### config.mk
export PLATFORM = sky130hd
export DESIGN_NAME = rx_fifo_trig
export DESIGN_NICKNAME = d
export VERILOG_FILES = /design/src/rtl/rxf_pkg.sv /design/src/rtl/rxf_store.sv /design/src/rtl/rxf_level.sv /design/src/rtl/rxf_irq.sv /design/src/rtl/rx_fifo_trig.sv
export SDC_FILE = /design/constraint.sdc
export NUM_CORES = 2
export LEC_CHECK = 0
export BUFFER_PORTS_ARGS = -buffer_cell sky130_fd_sc_hd__buf_2
export CORE_MARGIN = 2
export CORE_UTILIZATION = 44
export CTS_CLUSTER_DIAMETER = 60
export DETAILED_ROUTE_END_ITERATION = 6
export SYNTH_ARGS = -nofsm -noshare
export SYNTH_HDL_FRONTEND = slang
export SYNTH_SLANG_ARGS = --single-unit
### constraint.sdc
create_clock -name clk -period 12.82 [get_ports clk]
set_input_delay 0.641 -clock clk [delete_from_list [all_inputs] [get_ports clk]]
set_output_delay 0.641 -clock clk [all_outputs]
set_load 0.05 [all_outputs]
### src/rtl/rxf_pkg.sv
package rxf_pkg;
  localparam int DATA_W = 8;
  localparam int TAG_W  = 3;

  typedef struct packed {
    logic [TAG_W-1:0]  tag;
    logic [DATA_W-1:0] data;
  } rxf_entry_t;
endpackage

### src/rtl/rxf_store.sv
// Entry storage: circular buffer with a registered pop output.
module rxf_store
  import rxf_pkg::*;
#(
  parameter int DEPTH = 128
) (
  input  logic       clk,
  input  logic       rst_n,
  input  logic       push,
  input  logic       pop,
  input  rxf_entry_t wr_entry,
  output rxf_entry_t head,
  output rxf_entry_t rd_q
);
  localparam int AW = (DEPTH > 1) ? $clog2(DEPTH) : 1;
  localparam logic [AW-1:0] LAST = AW'(DEPTH - 1);

  rxf_entry_t        mem [DEPTH];
  logic [AW-1:0]     wptr_q, wptr_d;
  logic [AW-1:0]     rptr_q, rptr_d;
  rxf_entry_t        rd_d;

  always_comb begin
    wptr_d = wptr_q;
    rptr_d = rptr_q;
    rd_d   = rd_q;
    if (push) wptr_d = (wptr_q == LAST) ? '0 : wptr_q + 1'b1;
    if (pop) begin
      rptr_d = (rptr_q == LAST) ? '0 : rptr_q + 1'b1;
      rd_d   = mem[rptr_q];
    end
  end

  assign head = mem[rptr_q];

  always_ff @(posedge clk) begin
    if (push) mem[wptr_q] <= wr_entry;
  end

  always_ff @(posedge clk or negedge rst_n) begin
    if (!rst_n) begin
      wptr_q <= '0;
      rptr_q <= '0;
      rd_q   <= '0;
    end else begin
      wptr_q <= wptr_d;
      rptr_q <= rptr_d;
      rd_q   <= rd_d;
    end
  end
endmodule

### src/rtl/rxf_level.sv
// Fill count and count of error-tagged entries.
module rxf_level #(
  parameter int DEPTH = 128,
  parameter int CW    = $clog2(DEPTH + 1)
) (
  input  logic          clk,
  input  logic          rst_n,
  input  logic          push,
  input  logic          pop,
  input  logic          push_bad,
  input  logic          pop_bad,
  output logic [CW-1:0] occ,
  output logic [CW-1:0] bad_cnt
);
  logic [CW-1:0] occ_d, bad_d;

  always_comb begin
    occ_d = occ;
    bad_d = bad_cnt;
    unique case ({push, pop})
      2'b10:   occ_d = occ + 1'b1;
      2'b01:   occ_d = occ - 1'b1;
      default: occ_d = occ;
    endcase
    unique case ({push_bad, pop_bad})
      2'b10:   bad_d = bad_cnt + 1'b1;
      2'b01:   bad_d = bad_cnt - 1'b1;
      default: bad_d = bad_cnt;
    endcase
  end

  always_ff @(posedge clk or negedge rst_n) begin
    if (!rst_n) begin
      occ     <= '0;
      bad_cnt <= '0;
    end else begin
      occ     <= occ_d;
      bad_cnt <= bad_d;
    end
  end
endmodule

### src/rtl/rxf_irq.sv
// Threshold compare for the interrupt-status bit and interrupt line.
module rxf_irq #(
  parameter int DEPTH = 128,
  parameter int CW    = $clog2(DEPTH + 1)
) (
  input  logic          fifo_on,
  input  logic          rx_ie,
  input  logic [1:0]    trig_sel,
  input  logic [CW-1:0] occ,
  output logic          rx_stat,
  output logic          irq
);
  localparam int NLVL = 4;
  localparam int LVL_NUM [NLVL] = '{1, 0, 0, 0};
  logic [CW-1:0] lvl_tab [NLVL];
  logic [CW-1:0] thr;

  generate
    for (genvar i = 0; i < NLVL; i++) begin : g_lvl
      if (i == 0) begin : g_one
        assign lvl_tab[i] = CW'(LVL_NUM[0]);
      end else if (i == NLVL - 1) begin : g_top
        assign lvl_tab[i] = CW'((DEPTH * 7) / 8);
      end else begin : g_mid
        assign lvl_tab[i] = CW'((DEPTH * i) / 4);
      end
    end
  endgenerate

  always_comb begin
    thr = fifo_on ? lvl_tab[trig_sel] : lvl_tab[0];
  end

  assign rx_stat = (occ >= thr);
  assign irq     = rx_stat & rx_ie;
endmodule

### src/rtl/rx_fifo_trig.sv
module rx_fifo_trig
  import rxf_pkg::*;
#(
  parameter int DEPTH = 128
) (
  input  logic              clk,
  input  logic              rst_n,
  input  logic              fifo_on,
  input  logic              rx_ie,
  input  logic [1:0]        trig_sel,
  input  logic              wr_en,
  input  logic [DATA_W-1:0] wr_data,
  input  logic [TAG_W-1:0]  wr_tag,
  input  logic              rd_stb,
  output logic [DATA_W-1:0] rd_data,
  output logic [TAG_W-1:0]  rd_tag,
  output logic              data_ready,
  output logic              err_any,
  output logic              rx_stat,
  output logic              irq
);
  localparam int CW = $clog2(DEPTH + 1);

  logic [CW-1:0] occ, bad_cnt;
  logic          push, pop, push_bad, pop_bad;
  rxf_entry_t    wr_entry, head, rd_q;

  assign wr_entry = '{tag: wr_tag, data: wr_data};
  assign pop      = rd_stb && (occ != '0);
  assign push     = wr_en && ((occ < CW'(DEPTH)) || pop);
  assign push_bad = push && (wr_tag != '0);
  assign pop_bad  = pop && (head.tag != '0);

  rxf_store #(.DEPTH(DEPTH)) u_store (
    .clk(clk), .rst_n(rst_n), .push(push), .pop(pop),
    .wr_entry(wr_entry), .head(head), .rd_q(rd_q)
  );

  rxf_level #(.DEPTH(DEPTH), .CW(CW)) u_level (
    .clk(clk), .rst_n(rst_n), .push(push), .pop(pop),
    .push_bad(push_bad), .pop_bad(pop_bad), .occ(occ), .bad_cnt(bad_cnt)
  );

  rxf_irq #(.DEPTH(DEPTH), .CW(CW)) u_irq (
    .fifo_on(fifo_on), .rx_ie(rx_ie), .trig_sel(trig_sel), .occ(occ),
    .rx_stat(rx_stat), .irq(irq)
  );

  assign rd_data    = rd_q.data;
  assign rd_tag     = rd_q.tag;
  assign data_ready = (occ != '0);
  assign err_any    = (bad_cnt != '0);
endmodule

### Word-level counts from Yosys, hierarchy flattened

Memories as Yosys holds them, arrays and structs flattened.
Cells that the tools add are included.

| operators by class | value |
|---|---|
| reduce and logical (&&, ||, !) cells | 11 |
| bitwise operators | 2 |
| $lt $le $gt $ge | 3 |
| add/subtract/negate cells | 6 |
| multiplexer cells | 10 |
| equality and inequality tests | 6 |

Operators with widths:

| cell | number |
|---|---|
| 8-bit case mux with 2 select lines | 2 |
| 8-bit two-way mux | 3 |
| 8-bit by 1-bit adder with 8-bit output (second input constant) | 2 |
| 8-bit binary-select mux with 2-bit select | 1 |
| 8-bit nonzero test | 2 |
| 8-bit by 1-bit subtractor with 8-bit output (second input constant) | 2 |
| 7-bit by 1-bit adder with 7-bit output (second input constant) | 2 |
| 7-bit == test (second input constant) | 2 |
| 7-bit two-way mux | 2 |
| 8-bit greater-or-equal comparator | 1 |
| 8-bit less-than comparator (second input constant) | 1 |
| 3-bit nonzero test | 2 |
| 2-bit by 1-bit == test with 1-bit output (second input constant) | 2 |
| 2-bit == test (second input constant) | 2 |
| 1-bit logical AND | 4 |
| 2-bit nonzero test | 2 |
| 3-bit greater-or-equal comparator (second input constant) | 1 |
| 2-bit NOT with 3-bit output | 1 |
| 1-bit two-way mux | 2 |
| 1-bit AND | 1 |
| 1-bit logical OR | 1 |

| word-level totals | value |
|---|---|
| memory bits (writable) | 1408 |
| word-level logic and storage cells | 45 |
| memories | 1 |
| input bits | 19 |
| register bits after elaboration | 41 |

Memories:

| name | words | bits a word | rd ports | clocked after Yosys merged registers in | write ports | RTL line | text |
|---|---|---|---|---|---|---|---|
| u_store.mem | 128 | 11 | 1 | 0 | 1 | rxf_store.sv:18 | `rxf_entry_t mem [DEPTH];` |

### Logic depth before layout (Yosys ltp)

| logic depth | value |
|---|---|
| depth after elaboration | 7 |
| mapped depth | 22 |
| gate-level depth less buffers | 17 |

### By module

Synthesis repeated with hierarchy kept, for this count alone.

| unflattened totals | value |
|---|---|
| cell total of the unflattened synthesis | 2950 |
| area, all modules | 57561.5 µm² |

Modules (own cells, without submodules):

| module | times used | sequential area each (µm²) | area an instance (µm²) | cells an instance |
|---|---|---|---|---|
| rxf_store | 1 | 42906.2 | 55660.9 | 2722 |
| rxf_level | 1 | 400.4 | 1695.4 | 198 |
| rxf_irq | 1 | 0.0 | 117.6 | 16 |
| rx_fifo_trig | 1 | 0.0 | 87.6 | 14 |

### Worst setup path after synthesis

No wires, ideal clock.

| timing path | value |
|---|---|
| path kind | register to register |
| start point | register u_store.rptr_q[0] |
| end point | register u_level.bad_cnt[7] |
| required time | 12.741 ns |
| path slack | 8.243 ns |
| stages on the path, launching flop included | 20 |
| period minus slack after synthesis | 4.577 ns |
| arrival | 4.497 ns |
| cell sequence | dfrtp_1 buf_6 buf_6 buf_4 buf_2 mux4_2 mux2i_1 nor2_1 nor4_1 nor3_1 or3_1 ha_1 ha_1 a21o_1 a21oi_1 o21bai_1 a2111o_1 and3_1 nor3_1 xor2_1 |

| between the ends | value |
|---|---|
| cells in the longest elaborated chain, start to end | 5 |

RTL lines:

| item | RTL line | text |
|---|---|---|
| start: declaration | rxf_store.sv:20 | `logic [AW-1:0] rptr_q, rptr_d;` |
| start signal: assignment | rxf_store.sv:47 | `rptr_q <= rptr_d;` |
| memory 128 x 11 bit (*) | -- |  |
| 3-bit nonzero test (*) | rx_fifo_trig.sv:32 | `assign pop_bad = pop && (head.tag != '0);` |
| 1-bit logical AND (*) | rx_fifo_trig.sv:32 |  |
| 2-bit by 1-bit == test with 1-bit output / 2-bit == test (equally long branches) | rxf_level.sv:25 | `unique case ({push_bad, pop_bad})` |
| 8-bit case mux with 2 select lines / 2-bit nonzero test (equally long branches) | -- |  |
| end signal: assignment | rxf_level.sv:35 | `bad_cnt <= '0;` |
| end signal: assignment | rxf_level.sv:38 | `bad_cnt <= bad_d;` |
| end: declaration | rxf_level.sv:13 | `output logic [CW-1:0] bad_cnt` |

Every way passes the cells marked *; elsewhere a longest branch is shown, timed or not.
A chain may end at the register's enable or synchronous reset.

### Worst setup path after layout

Same ends and word-level chain as after synthesis.

==> flow_summary.yaml <==
routing:
  first_pass_iters: 6
  route.top_layer_used: "met5"
  drt_drc_violations_left: 0
  drt-vias-per-instance: 5.97
  vias: 27000
  detailroute.wirelength.met3_um: 10300
  route.antenna.remaining_nets: 0
  wl_per_cell_um: 30.0
  drtIter0Drc: 3107
  met1_length_um: 56500
  final_wirelength_um: 135000
  met2_length_um: 65500
synth:
  netlist_instances: 2553
  syn_avg_cell_area_um2: 22.1
  synth_seq_area_share_pct: 76.7
  synthTopCellsByArea: "edfxtp_1, mux4_2, dfrtp_1, nor2_1, mux2i_1"
  syn-num-nets: 2594
  async_flop_share_pct: 2.83
  ys.flop_type: "edfxtp_1"
  mapped_cell_area_um2: 56500
  synth-seq-cells: 1449
  yosys.area.top_type_share_pct: 74.9
  yosysWarnings: 0
  yosysUniqueCellTypes: 53
  synth-edff-count: 1408
  yosys.area.top_type: "edfxtp_1"
finish:
  finalInstanceArea_um2: 63900
  nets: 2782
  layout.cells.most_common_list: "edfxtp_1, mux4_2, clkbuf_16, nor2_1, buf_4"
  num_antenna_cells: 0
  synth_to_layout_area_growth_pct: 13.3
  mostFrequentLayoutCell: "edfxtp_1"
  drive_above_1_share_pct: 28.3
global_routing:
  first_global_vias: 27400
  grt_overflow_total: 0
  grt_max_degree: 131
  grt_usage_pct: 20.8
  grt_pass1_wl_um: 195000
  antenna_violations_before_repair: 8
die:
  std_cell_rows: 131
  start_util_pct: 44.3
  fp.dieArea_um2: 131000
  chipHeight_um: 362
  top_level_ports: 34
  core_um2: 128000
  die_width_um: 362
worst_setup_path:
  cp_data_required_time_ns: 13.48
  worst-path-max-fanout: 41
  critical_path.reg2reg.startpoint: "u_store.rptr_q[0]$_DFFE_PN0P_"
  rrSetupSlack_ns: 5.59
  element_type_at_the_critical_path_start: "flip-flop"
  reg2reg_depth: 18
  criticalPathCategory: "reg2reg"
  crit_reg_reg_endpoint: "u_level.bad_cnt[7]$_DFFE_PN0P_"
  arrival_time_worst_endpoint_ns: 7.89
  crit_path_end_kind: "flip-flop"
sta:
  slew_headroom_pct: 7.95
  max_clock_freq_mhz: 138
  rsz_0062_raised_after_global_routing: "no"
  final.min_clock_period_ns: 7.23
  worst-slew-pin-transition_ns: 1.38
  worst_skew_ns: 0.0371
  final_report_max_slew_violation_count: 0
  share_of_the_cycle_needed_by_the_critical_path_after_routing_pct: 56.4
  timing.final.setup_violations: 0
  finalHoldViolations: 0
  final.setup.tns_ns: 0
worst_hold_path:
  timing.hold.worst.start: "wr_tag[2]"
  worst_hold_path.num_cells: 1
  timing.hold.worst_endpoint: "u_store.mem[32][10]$_DFFE_PP_"
  min_path_type: "in2reg"
power_and_ir_drop:
  power.share.combinational_pct: 24.0
  internal-power_mw: 9.11
  leakage_nw: 20.2
  power_density_nw_per_um2: 201
  clkPwrFrac_pct: 32.9
  vdd_drop_max_uv: 153
  switching_power_total_mw: 3.74
  p_seq_share_pct: 43.1
  switching_share_pct: 29.1
  pnr_total_power_mw: 12.8
cts:
  clock_sinks: 1449
  maximum_number_of_buffers_from_clock_root_to_sink: 3
  clkSlewWorstSetupHoldPaths_ns: 0.06
  cts_buffers: 151
  h-tree-depth: 4
  cts_root_buf: "clkbuf_16"
  cts_tree: "built"
  clkLatencyLatePin_ns: 0.76
placement:
  routabilityCongestion: 0.824
  port_buffers: 33
  place_area_um2: 59100
  dp.final_hpwl_um: 80300
job:
  max_cap_violations: 0
run_status:
  status: "complete, no violations"
-- cell families (layout without fill, tap and decap cells) --
family,Yosys count,after routing,synth area share (%)
xor gates and xnor gates,22,22,0.341
adders and majority gates,22,22,0.514
muxes,456,456,17.1
and+or+nand+nor,326,326,2.49
AOI/OAI and AO/OA,129,129,1.53
DFF,1449,1449,76.7
buffers and inverters,149,452,1.31
-- flip-flops by register name (all words and copies together) (netlist names) --
name and flops:
u_level.bad_cnt 8, u_level.occ 8, u_store.mem 1408, u_store.rd_q 11
u_store.rptr_q 7, u_store.wptr_q 7
-- layer usage --
layer,up-vias,GRT usage (%)
li1,11100,-
met5,-,0
met4,4,5.48
met2,1112,33.2
met3,183,3.92
met1,14600,29.6
-- critical path, stage by stage (launching register included) --
cell	delay, ns
dfrtp_4	0.98
buf_4	0.58
buf_4	0.67
mux4_2	0.61
a22o_1	0.24
a221oi_1	0.31
o22ai_1	0.20
nor4_1	0.69
nor3_1	0.15
or3_1	0.48
ha_1	0.34
ha_1	0.33
a21o_1	0.18
a21oi_1	0.22
o21bai_1	0.12
a2111o_1	0.43
and3_1	0.17
nor3_1	0.25
xor2_1	0.16
-- repair_timing --
action	4_1_cts	5_1_grt
buffers inserted	0	0
resized for setup	0	0
hold endpoints to repair	39	0
hold buffers	1	0
-- through the flow --
step	hold WS, ns	instances	util (%)	setup slack, ns
2_1_floorplan	0.345	2553	-	8.24
3_3_place_gp	0.468	4249	46.4	5.56
3_5_place_dp	0.464	4249	46.4	5.52
4_1_cts	0.243	4518	50.1	5.48
5_1_grt	0.255	4518	50.1	5.20
6_report	0.277	4518	50.1	5.59
-- layout make-up --
cell class | instances | area [um^2]
Inverter | 17 | 63.8
Clock inverter | 85 | 754
Multi-Input combinational cell | 955 | 12400
Tap cell | 1662 | 2080
Timing Repair Buffer | 167 | 1230
Clock buffer | 183 | 4050
Fill cell | 10000 | 63600
Sequential cell | 1449 | 43300
-- cell usage after synthesis (6+ instances only) --
cell type	number
a21o_1	6
a21oi_1	23
a22oi_1	22
and3_1	6
buf_1	8
buf_2	45
buf_4	16
buf_6	7
clkbuf_1	55
dfrtp_1	41
edfxtp_1	1408
ha_1	20
inv_1	15
mux2_2	7
mux2i_1	43
mux4_2	406
nand2_1	78
nand3_1	20
nor2_1	160
nor2b_1	18
nor3_1	16
nor4_1	11
o21ai_0	26
o22ai_1	12
xnor2_1	12
xor2_1	10
-- how the worst max path moves through the flow --
| stage | cells after the start | endpoint | from | slack, ns |
|---|---|---|---|---|
| final | 18 | u_level.bad_cnt[7]$_DFFE_PN0P_ | u_store.rptr_q[0]$_DFFE_PN0P_ | 5.59 |
| after global routing | 18 | u_level.bad_cnt[7]$_DFFE_PN0P_ | u_store.rptr_q[0]$_DFFE_PN0P_ | 5.20 |
| after CTS | 18 | u_level.bad_cnt[7]$_DFFE_PN0P_ | u_store.rptr_q[0]$_DFFE_PN0P_ | 5.48 |
| after detailed placement | 18 | u_level.bad_cnt[7]$_DFFE_PN0P_ | u_store.rptr_q[0]$_DFFE_PN0P_ | 5.52 |
| after global placement | 18 | u_level.bad_cnt[7]$_DFFE_PN0P_ | u_store.rptr_q[0]$_DFFE_PN0P_ | 5.56 |
| after floorplan | 19 | u_level.bad_cnt[7]$_DFFE_PN0P_ | u_store.rptr_q[0]$_DFFE_PN0P_ | 8.24 |
-- power groups by stage --
| stage | clock network (mW) | registers, mW | logic (mW) |
|---|---|---|---|
| floorplan | 0 | 5.52 | 2.13 |
| global placement | 0 | 5.63 | 3.05 |
| detailed placement | 0 | 5.64 | 3.10 |
| CTS | 4.30 | 5.54 | 3.11 |
| global route | 4.47 | 5.56 | 3.27 |
| finish | 4.23 | 5.54 | 3.08 |
Note: power is estimated with default switching activity, not from simulation.
